--- src/rtl/wpr_pkg.sv ---
package wpr_pkg;
  localparam int BAS_W  = 8;
  localparam int MASK_W = 5;
  localparam int LSC_W  = 2;

  typedef struct packed {
    logic              en;
    logic [LSC_W-1:0]  lsc;
    logic [BAS_W-1:0]  bas;
    logic [MASK_W-1:0] mask;
  } wcr_t;
endpackage

--- src/rtl/wpr_bas_decode.sv ---
module wpr_bas_decode #(
  parameter int BAS_W = 8,
  localparam int IDX_W = $clog2(BAS_W),
  localparam int LEN_W = $clog2(BAS_W) + 1
) (
  input  logic [BAS_W-1:0] bas_i,
  output logic [IDX_W-1:0] start_o,
  output logic [LEN_W-1:0] len_o
);
  logic seen, stop;

  // first run of ones only; later ones are dropped
  always_comb begin
    start_o = '0;
    len_o   = '0;
    seen    = 1'b0;
    stop    = 1'b0;
    for (int i = 0; i < BAS_W; i++) begin
      if (!seen && bas_i[i]) begin
        seen    = 1'b1;
        start_o = IDX_W'(i);
      end
      if (seen && !stop) begin
        if (bas_i[i]) len_o = len_o + LEN_W'(1);
        else          stop  = 1'b1;
      end
    end
  end

  always_comb begin
    if (len_o != '0) a_r7_start_is_set: assert (bas_i[start_o]);
    a_r6_zero_len_iff_empty: assert ((len_o == '0) == (bas_i == '0));
  end
endmodule

--- src/rtl/wpr_range_calc.sv ---
module wpr_range_calc
  import wpr_pkg::*;
#(
  parameter int ADDR_W = 48,
  localparam int IDX_W = $clog2(BAS_W),
  localparam int LEN_W = $clog2(BAS_W) + 1,
  localparam int HALF  = BAS_W / 2
) (
  input  logic [ADDR_W-1:0] wvr_i,
  input  wcr_t              wcr_i,
  output logic              valid_o,
  output logic [ADDR_W:0]   lo_o,
  output logic [ADDR_W:0]   hi_o
);
  typedef logic [ADDR_W:0] ext_t;

  logic [BAS_W-1:0] bas_eff;
  logic [IDX_W-1:0] start;
  logic [LEN_W-1:0] len;
  logic             mask_rsv;
  ext_t             span, base;

  // 4-aligned value: upper half of byte select ignored
  assign bas_eff  = wvr_i[2] ? {{(BAS_W-HALF){1'b0}}, wcr_i.bas[HALF-1:0]} : wcr_i.bas;
  assign mask_rsv = (wcr_i.mask == MASK_W'(1)) || (wcr_i.mask == MASK_W'(2));
  assign span     = ext_t'(1) << wcr_i.mask;
  assign base     = {1'b0, wvr_i};

  wpr_bas_decode #(.BAS_W(BAS_W)) u_bas (
    .bas_i   (bas_eff),
    .start_o (start),
    .len_o   (len)
  );

  always_comb begin
    if (wcr_i.mask != '0) begin
      lo_o = base & ~(span - ext_t'(1));
      hi_o = lo_o + span - ext_t'(1);
    end else begin
      lo_o = base + ext_t'(start);
      hi_o = lo_o + ext_t'(len) - ext_t'(1);
    end
  end

  assign valid_o = wcr_i.en && (wcr_i.lsc != '0) && !mask_rsv &&
                   ((wcr_i.mask != '0) || (bas_eff != '0));
endmodule

--- src/rtl/wpr_overlap.sv ---
module wpr_overlap #(
  parameter int ADDR_W = 48,
  parameter int SIZE_W = 2
) (
  input  logic [ADDR_W-1:0] addr_i,
  input  logic [SIZE_W-1:0] size_i,
  input  logic [ADDR_W:0]   lo_i,
  input  logic [ADDR_W:0]   hi_i,
  output logic              ovl_o
);
  typedef logic [ADDR_W:0] ext_t;

  ext_t acc_lo, acc_hi;

  assign acc_lo = {1'b0, addr_i};
  assign acc_hi = acc_lo + (ext_t'(1) << size_i) - ext_t'(1);
  assign ovl_o  = (acc_lo <= hi_i) && (acc_hi >= lo_i);
endmodule

--- src/rtl/wpr_top.sv ---
module wpr_top
  import wpr_pkg::*;
#(
  parameter int ADDR_W = 48,
  parameter int SIZE_W = 2
) (
  input  logic              clk_i,
  input  logic              rst_ni,
  input  logic              wvr_we_i,
  input  logic [ADDR_W-1:0] wvr_wdata_i,
  input  logic              wcr_we_i,
  input  logic              wcr_en_i,
  input  logic [LSC_W-1:0]  wcr_lsc_i,
  input  logic [BAS_W-1:0]  wcr_bas_i,
  input  logic [MASK_W-1:0] wcr_mask_i,
  input  logic              acc_valid_i,
  input  logic [ADDR_W-1:0] acc_addr_i,
  input  logic [SIZE_W-1:0] acc_size_i,
  input  logic              acc_write_i,
  output logic              hit_o,
  output logic              wnr_o
);
  logic [ADDR_W-1:0] wvr_q;
  wcr_t              wcr_q;
  logic              upd_q;
  logic              rng_vld_q, calc_vld;
  logic [LSC_W-1:0]  rng_lsc_q;
  logic [ADDR_W:0]   rng_lo_q, rng_hi_q, calc_lo, calc_hi;
  logic              ovl, type_ok;

  always_ff @(posedge clk_i or negedge rst_ni) begin
    if (!rst_ni) begin
      wvr_q <= '0;
      wcr_q <= '0;
      upd_q <= 1'b0;
    end else begin
      if (wvr_we_i) wvr_q <= {wvr_wdata_i[ADDR_W-1:2], 2'b00};
      if (wcr_we_i) wcr_q <= '{en: wcr_en_i, lsc: wcr_lsc_i, bas: wcr_bas_i, mask: wcr_mask_i};
      upd_q <= wvr_we_i || wcr_we_i;
    end
  end

  wpr_range_calc #(.ADDR_W(ADDR_W)) u_calc (
    .wvr_i   (wvr_q),
    .wcr_i   (wcr_q),
    .valid_o (calc_vld),
    .lo_o    (calc_lo),
    .hi_o    (calc_hi)
  );

  // range registered one clock after the config registers
  always_ff @(posedge clk_i or negedge rst_ni) begin
    if (!rst_ni) begin
      rng_vld_q <= 1'b0;
      rng_lsc_q <= '0;
      rng_lo_q  <= '0;
      rng_hi_q  <= '0;
    end else if (upd_q) begin
      rng_vld_q <= calc_vld;
      rng_lsc_q <= wcr_q.lsc;
      rng_lo_q  <= calc_lo;
      rng_hi_q  <= calc_hi;
    end
  end

  wpr_overlap #(.ADDR_W(ADDR_W), .SIZE_W(SIZE_W)) u_ovl (
    .addr_i (acc_addr_i),
    .size_i (acc_size_i),
    .lo_i   (rng_lo_q),
    .hi_i   (rng_hi_q),
    .ovl_o  (ovl)
  );

  assign type_ok = acc_write_i ? rng_lsc_q[1] : rng_lsc_q[0];
  assign hit_o   = acc_valid_i && rng_vld_q && !upd_q && type_ok && ovl;
  assign wnr_o   = hit_o && acc_write_i;

  a_r1_disabled_no_hit: assert property (@(posedge clk_i) disable iff (!rst_ni)
    (!wcr_q.en && !upd_q) |-> !hit_o);
  a_r2_read_type: assert property (@(posedge clk_i) disable iff (!rst_ni)
    (hit_o && !acc_write_i) |-> wcr_q.lsc[0]);
  a_r2_write_type: assert property (@(posedge clk_i) disable iff (!rst_ni)
    (hit_o && acc_write_i) |-> wcr_q.lsc[1]);
  a_r3_mask_reserved: assert property (@(posedge clk_i) disable iff (!rst_ni)
    hit_o |-> !((wcr_q.mask == MASK_W'(1)) || (wcr_q.mask == MASK_W'(2))));
  a_r10_update_quiet: assert property (@(posedge clk_i) disable iff (!rst_ni)
    (wvr_we_i || wcr_we_i) |=> !hit_o);
endmodule

--- config.mk ---
export PLATFORM = sky130hd
export DESIGN_NAME = wpr_top
export DESIGN_NICKNAME = d
export VERILOG_FILES = /design/src/rtl/wpr_pkg.sv /design/src/rtl/wpr_bas_decode.sv /design/src/rtl/wpr_range_calc.sv /design/src/rtl/wpr_overlap.sv /design/src/rtl/wpr_top.sv
export SDC_FILE = /design/constraint.sdc
export NUM_CORES = 1
export LEC_CHECK = 0
export CAP_MARGIN = 10
export CORE_MARGIN = 3
export CORE_UTILIZATION = 45
export CTS_CLUSTER_SIZE = 25
export DETAILED_ROUTE_END_ITERATION = 10
export PLACE_DENSITY = 0.68
export RECOVER_POWER = 100
export SYNTH_ARGS = -nofsm -noshare
export SYNTH_HDL_FRONTEND = slang
export SYNTH_SLANG_ARGS = --single-unit
--- constraint.sdc ---
create_clock -name clk_i -period 7.3 [get_ports clk_i]
set_clock_uncertainty 0.2 [all_clocks]
set_input_delay 1.46 -clock clk_i [delete_from_list [all_inputs] [get_ports clk_i]]
set_output_delay 1.46 -clock clk_i [all_outputs]
set_load 0.01 [all_outputs]
# After elaboration in Yosys (flattened, before gate mapping)
# Index checks and enable logic that the tools add are counted.
# classes
n_addsub	15
mux	49
bitwise_logic	2
eq_ne	2
n_shift	2
reduce_logical	45
magnitude_cmp	2
# op_table
cell	n
$sub 49x1->49 const B	4
$mux 49	2
$mux 4	15
$add 48x3->49	1
$add 48x49->49	1
$add 49x4->49	1
$add 49x49->49	1
$and 48x49->49	1
$ge 49x49->1	1
$le 48x49->1	1
$not 49->49	1
$shl 1x2->49 const A	1
$shl 1x5->49 const A	1
$add 4x1->4 const B	7
$mux 1	25
$logic_and 1x1->1	23
$mux 3	6
$logic_not 1->1	16
$mux 8	1
$reduce_bool 8->1	1
$eq 5x1->1 const B	1
$eq 5x2->1 const B	1
$reduce_bool 5->1	1
$logic_or 1x1->1	3
$reduce_bool 2->1	1
# totals
out_inout_bits	2
inputBits	120
register_bits	164
wordCells	127

# Longest topological paths before layout
# logic_depth
ltp_word	28
depth_mapped	29
depth_no_buf	29

# Hierarchy
# Synthesis repeated with hierarchy kept, for this count alone.
# unflattened
hier_cells	2701
area_unflattened_um2	21777.1
# by_module_without_submodules
mod	cells_per_inst	instances	seq_area_each_um2	area_each_um2
wpr_range_calc	1451	1	0.0	9018.6
wpr_top	352	1	4103.9	6458.7
wpr_overlap	775	1	0.0	5388.9
wpr_bas_decode	123	1	0.0	910.9

# Least setup slack after synthesis
# Ideal clock, no wire load.
# synth_timing
path_type	in2out
from	input port acc_size_i[1]
to	output port wnr_o
required_time_ps	5640
stages	23
arrival_time_ps	5725
n_path_buf	0
setup_slack_ps	-85
path_cell_list	nand2b_1 > ha_1 > inv_1 > ha_1 > fa_1 > a21oi_1 > nor2_1 > nor3_1 > nand4b_1 > a211oi_1 > o211ai_1 > o21ai_0 > a211o_1 > a21oi_1 > xnor2_1 > ha_1 > nand4_1 > nor4_1 > nand2_1 > nor2_1 > or4_1 > a21oi_1 > a2111oi_0
# synth_via
elab_chain_cells	7
# synth_rtl
element	line_no	rtl
start, declared	wpr_top.sv:18	input logic [SIZE_W-1:0] acc_size_i,
$shl 1x2->49	wpr_overlap.sv:16	assign acc_hi = acc_lo + (ext_t'(1) << size_i) - ext_t'(1);
$add 48x49->49	wpr_overlap.sv:16	
$sub 49x1->49	wpr_overlap.sv:16	
$ge 49x49->1	wpr_overlap.sv:17	assign ovl_o = (acc_lo <= hi_i) && (acc_hi >= lo_i);
$logic_and 1x1->1	wpr_overlap.sv:17	
$logic_and 1x1->1	wpr_top.sv:75	assign hit_o = acc_valid_i && rng_vld_q && !upd_q && type_ok && ovl;
$logic_and 1x1->1	wpr_top.sv:76	assign wnr_o = hit_o && acc_write_i;
end, declared	wpr_top.sv:21	output logic wnr_o
# Every way passes these cells.

# Final worst setup path
# layout_timing
from	input port acc_addr_i[3]
to	output port hit_o
# layout_via
elab_chain_cells	5
elab_cells_between_ends	6
cone_classes	2 x add/sub; 2 x order compare; 2 x reduce/logical
# layout_rtl
element	line_no	rtl
start, declared	wpr_top.sv:17	input logic [ADDR_W-1:0] acc_addr_i,
$add 48x49->49	wpr_overlap.sv:16	
$sub 49x1->49	wpr_overlap.sv:16	
$ge 49x49->1	wpr_overlap.sv:17	
$logic_and 1x1->1 (*)	wpr_overlap.sv:17	
$logic_and 1x1->1 (*)	wpr_top.sv:75	
end, declared	wpr_top.sv:20	output logic hit_o,
# Mark *: on every way between the ends. The rest lies on a longest branch, timed or not.

==> flow_summary.json <==
{
  "powerDensity_nw_per_um2": 215,
  "antenna_found_initial": 0,
  "core-area_um2": 44300,
  "cp-start-kind": "input pin",
  "holdWs_ns": 0.312,
  "synth_top_area_share": 0.203,
  "final_util": 0.550,
  "clkLatencyLatePin_ns": 0.45,
  "fin_area_um2": 24400,
  "synthFlopType": "dfrtp_1",
  "clock-root-buffer": "clkbuf_16",
  "numPortBuffers": 119,
  "synth-seq-area-share": 0.203,
  "synthArstFlopShare": 1.00,
  "synth_cell_types": 92,
  "cp-end-kind": "output port",
  "drt_iter0_drc": 1725,
  "die_y_um": 218,
  "seqCellArea_um2": 4110,
  "viasPerCell": 5.64,
  "setup_viol": 5,
  "syn_area_per_cell_um2": 7.61,
  "grt_pass1_vias": 18885,
  "synthTopCellsByArea": "dfrtp_1, ha_1, xnor2_1",
  "p_leak_uw": 0.0117,
  "ir_worst_vdd_uv": 126,
  "finalCriticalPeriod_ns": 7.66,
  "rows": 77,
  "crit_type": "in -> out",
  "setup_ws_ns": -0.358,
  "cts_tree": "built",
  "grt_pass1_wl_um": 101000,
  "status": "finished with violations",
  "maxSlewViolCount": 452,
  "multiInputGateArea_um2": 15000,
  "hp-class": "reg -> reg",
  "vias": 19843,
  "num_antenna_cells": 0,
  "drc": 0,
  "netlist_instances": 2661,
  "arrival_ns": 6.00,
  "setup_tns_ns": -0.865,
  "synth-seq-cells": 164,
  "ios": 122,
  "grt_overflow": 0,
  "globalplace.congestion": 0.923,
  "drive_gt1_frac": 0.140,
  "finalWirelength_um": 63800,
  "synthTopCellsByCount": "inv_1, nand2_1, ha_1",
  "dr.pass1.iters": 8,
  "wl_per_cell_um": 18.1,
  "post_dp_cell_area_um2": 23200,
  "die-area_um2": 47600,
  "yosysWarnings": 0,
  "numClockSinks": 164,
  "relSlewSlack": -0.931,
  "netlist_area_um2": 20200,
  "ant_nets": 0,
  "worst_slew_pin_slew_ns": 2.90,
  "violations": "capacitance limit, slew limit, setup timing",
  "crit_fanout": 3,
  "grt_max_degree": 109,
  "synth_top_area_cell": "dfrtp_1",
  "cts_made_buffers": 17,
  "required_ns": 5.64,
  "area_delta_synth_final_pct": 20.5,
  "initial_core_util": 0.457,
  "finalHoldViolCount": 0,
  "finalCritPeriodShare": 1.05,
  "cts_hold_buf": 0,
  "fin_nets": 3314,
  "rsz0062_at_grt": "yes",
  "track_usage": 0.266,
  "die_x_um": 218,
  "cap_violations": 8,
  "yosysMostFrequentCell": "inv_1",
  "dp_hpwl_um": 51800,
  "fill_cells": 4234,
  "cts.path.max_buffers": 2,
  "synth_fp_nets": 3063,
  "clk_pin_slew_ns": 0.07,
  "synth_edf_count": 0,
  "h-tree-depth": 4,
  "max_freq_mhz": 131
}
-- final timing paths --
kind | from | depth (start not counted) | endpoint | slack, ns
worst max-delay path | acc_addr_i[3] | 25 | hit_o | -0.36
max in group asynchronous | rst_ni | 2 | upd_q | 0.93
min in group asynchronous | rst_ni | 1 | rng_lo_q[38] | 1.75
worst min register to register | rng_lsc_q[1] | 1 | rng_lsc_q[1] | 0.31
worst max register to register | wcr_q[6] | 29 | rng_hi_q[43] | -0.08
worst min-delay path | rng_lsc_q[1] | 1 | rng_lsc_q[1] | 0.31
-- report_power, final --
group	switching, uW	internal, uW
sequential	122	1100
combinational	1780	1340
clock	417	482
total	2320	2920
-- through the flow --
step | setup WS (ns) | instances | total power [uW]
finish | -0.358 | 3517 | 5240
CTS | -0.405 | 3509 | 5170
global route | -0.579 | 3517 | 5670
floorplan | 0.0329 | 2661 | 3300
global placement | -1.51 | 3463 | 4100
detailed placement | -1.56 | 3463 | 4200
-- registers in the layout (all words and copies together) (netlist names) --
register and flops:
rng_vld_q 1, rng_lsc_q 2, wvr_q 46, wcr_q 16, rng_lo_q 49, upd_q 1, rng_hi_q 49
-- cell families after synthesis --
logic type               Yosys count  share of synthesized area
AO/OA/AOI/OAI                    776                      0.247
flip-flops                       164                      0.203
buffers and inverters            421                     0.0791
adder cells (fa/ha/maj)          282                      0.175
AND/OR/NAND/NOR                  752                      0.174
XOR/XNOR                         199                     0.0861
multiplexers                      67                     0.0364
-- layout by cell type, fill, tap and decap left out, drive strengths merged, types with 8 or more instances in the layout --
master and instances:
o211ai 56, a221oi 9, ha 279, inv 321, xor2 56, o31ai 9, nor3 36, a22oi 9
a21oi 235, nor2 179, o21bai 18, clkbuf 29, mux2 52, nand2 282, dfrtp 164, buf 214
o21a 20, dlygate4sd2 12, nand2b 27, nand4 47, a21o 96, and3 18, nand3 65, nor4 10
clkdlybuf4s50 95, a31oi 23, nor2b 27, o22ai 12, and2 13, o21ai 189, or2 13, mux2i 15
and4 9, o221ai 8, a211oi 31, or3 9, xnor2 143
-- per-layer routing --
layer  track usage  vias to the layer above  routed length [um]
li1              -                     9855                   -
met1         0.414                     9289               32200
met2         0.393                      641               26400
met3        0.0276                       58                4110
met4        0.0563                        0                1140
met5             0                        -                   0
-- what timing repair did --
action | CTS | global route
setup endpoints to repair | 2 | 17
resized for setup | 90 | 40
gates cloned | 0 | 0
pin swaps | 41 | 44
setup buffers | 15 | 9
-- worst max-delay path, stage by stage --
cell           delay [ns]
dlygate4sd2_1        0.22
inv_1                0.05
ha_1                 0.26
inv_1                0.06
ha_4                 0.29
o21ai_2              0.07
o21ai_2              0.18
and4_4               0.26
o2111ai_4            0.17
a211oi_4             0.36
buf_6                0.16
a41oi_4              0.13
o21ai_2              0.17
xor2_1               0.20
ha_1                 0.28
a21o_1               0.16
a21o_1               0.17
a21oi_1              0.13
o21ai_0              0.09
nand3_1              0.08
a211oi_1             0.08
or4_4                0.53
a21oi_4              0.20
a211oi_2             0.05
buf_2                0.16
-- area by class of cell --
class	instances	share of cell area
Clock buffer	19	0.0178
Clock inverter	13	0.00585
Inverter	316	0.0488
Multi-Input combinational cell	2076	0.615
Sequential cell	164	0.168
Tap cell	592	0.0304
Timing Repair Buffer	337	0.114
No activity file was read; power rests on OpenSTA's default activity.
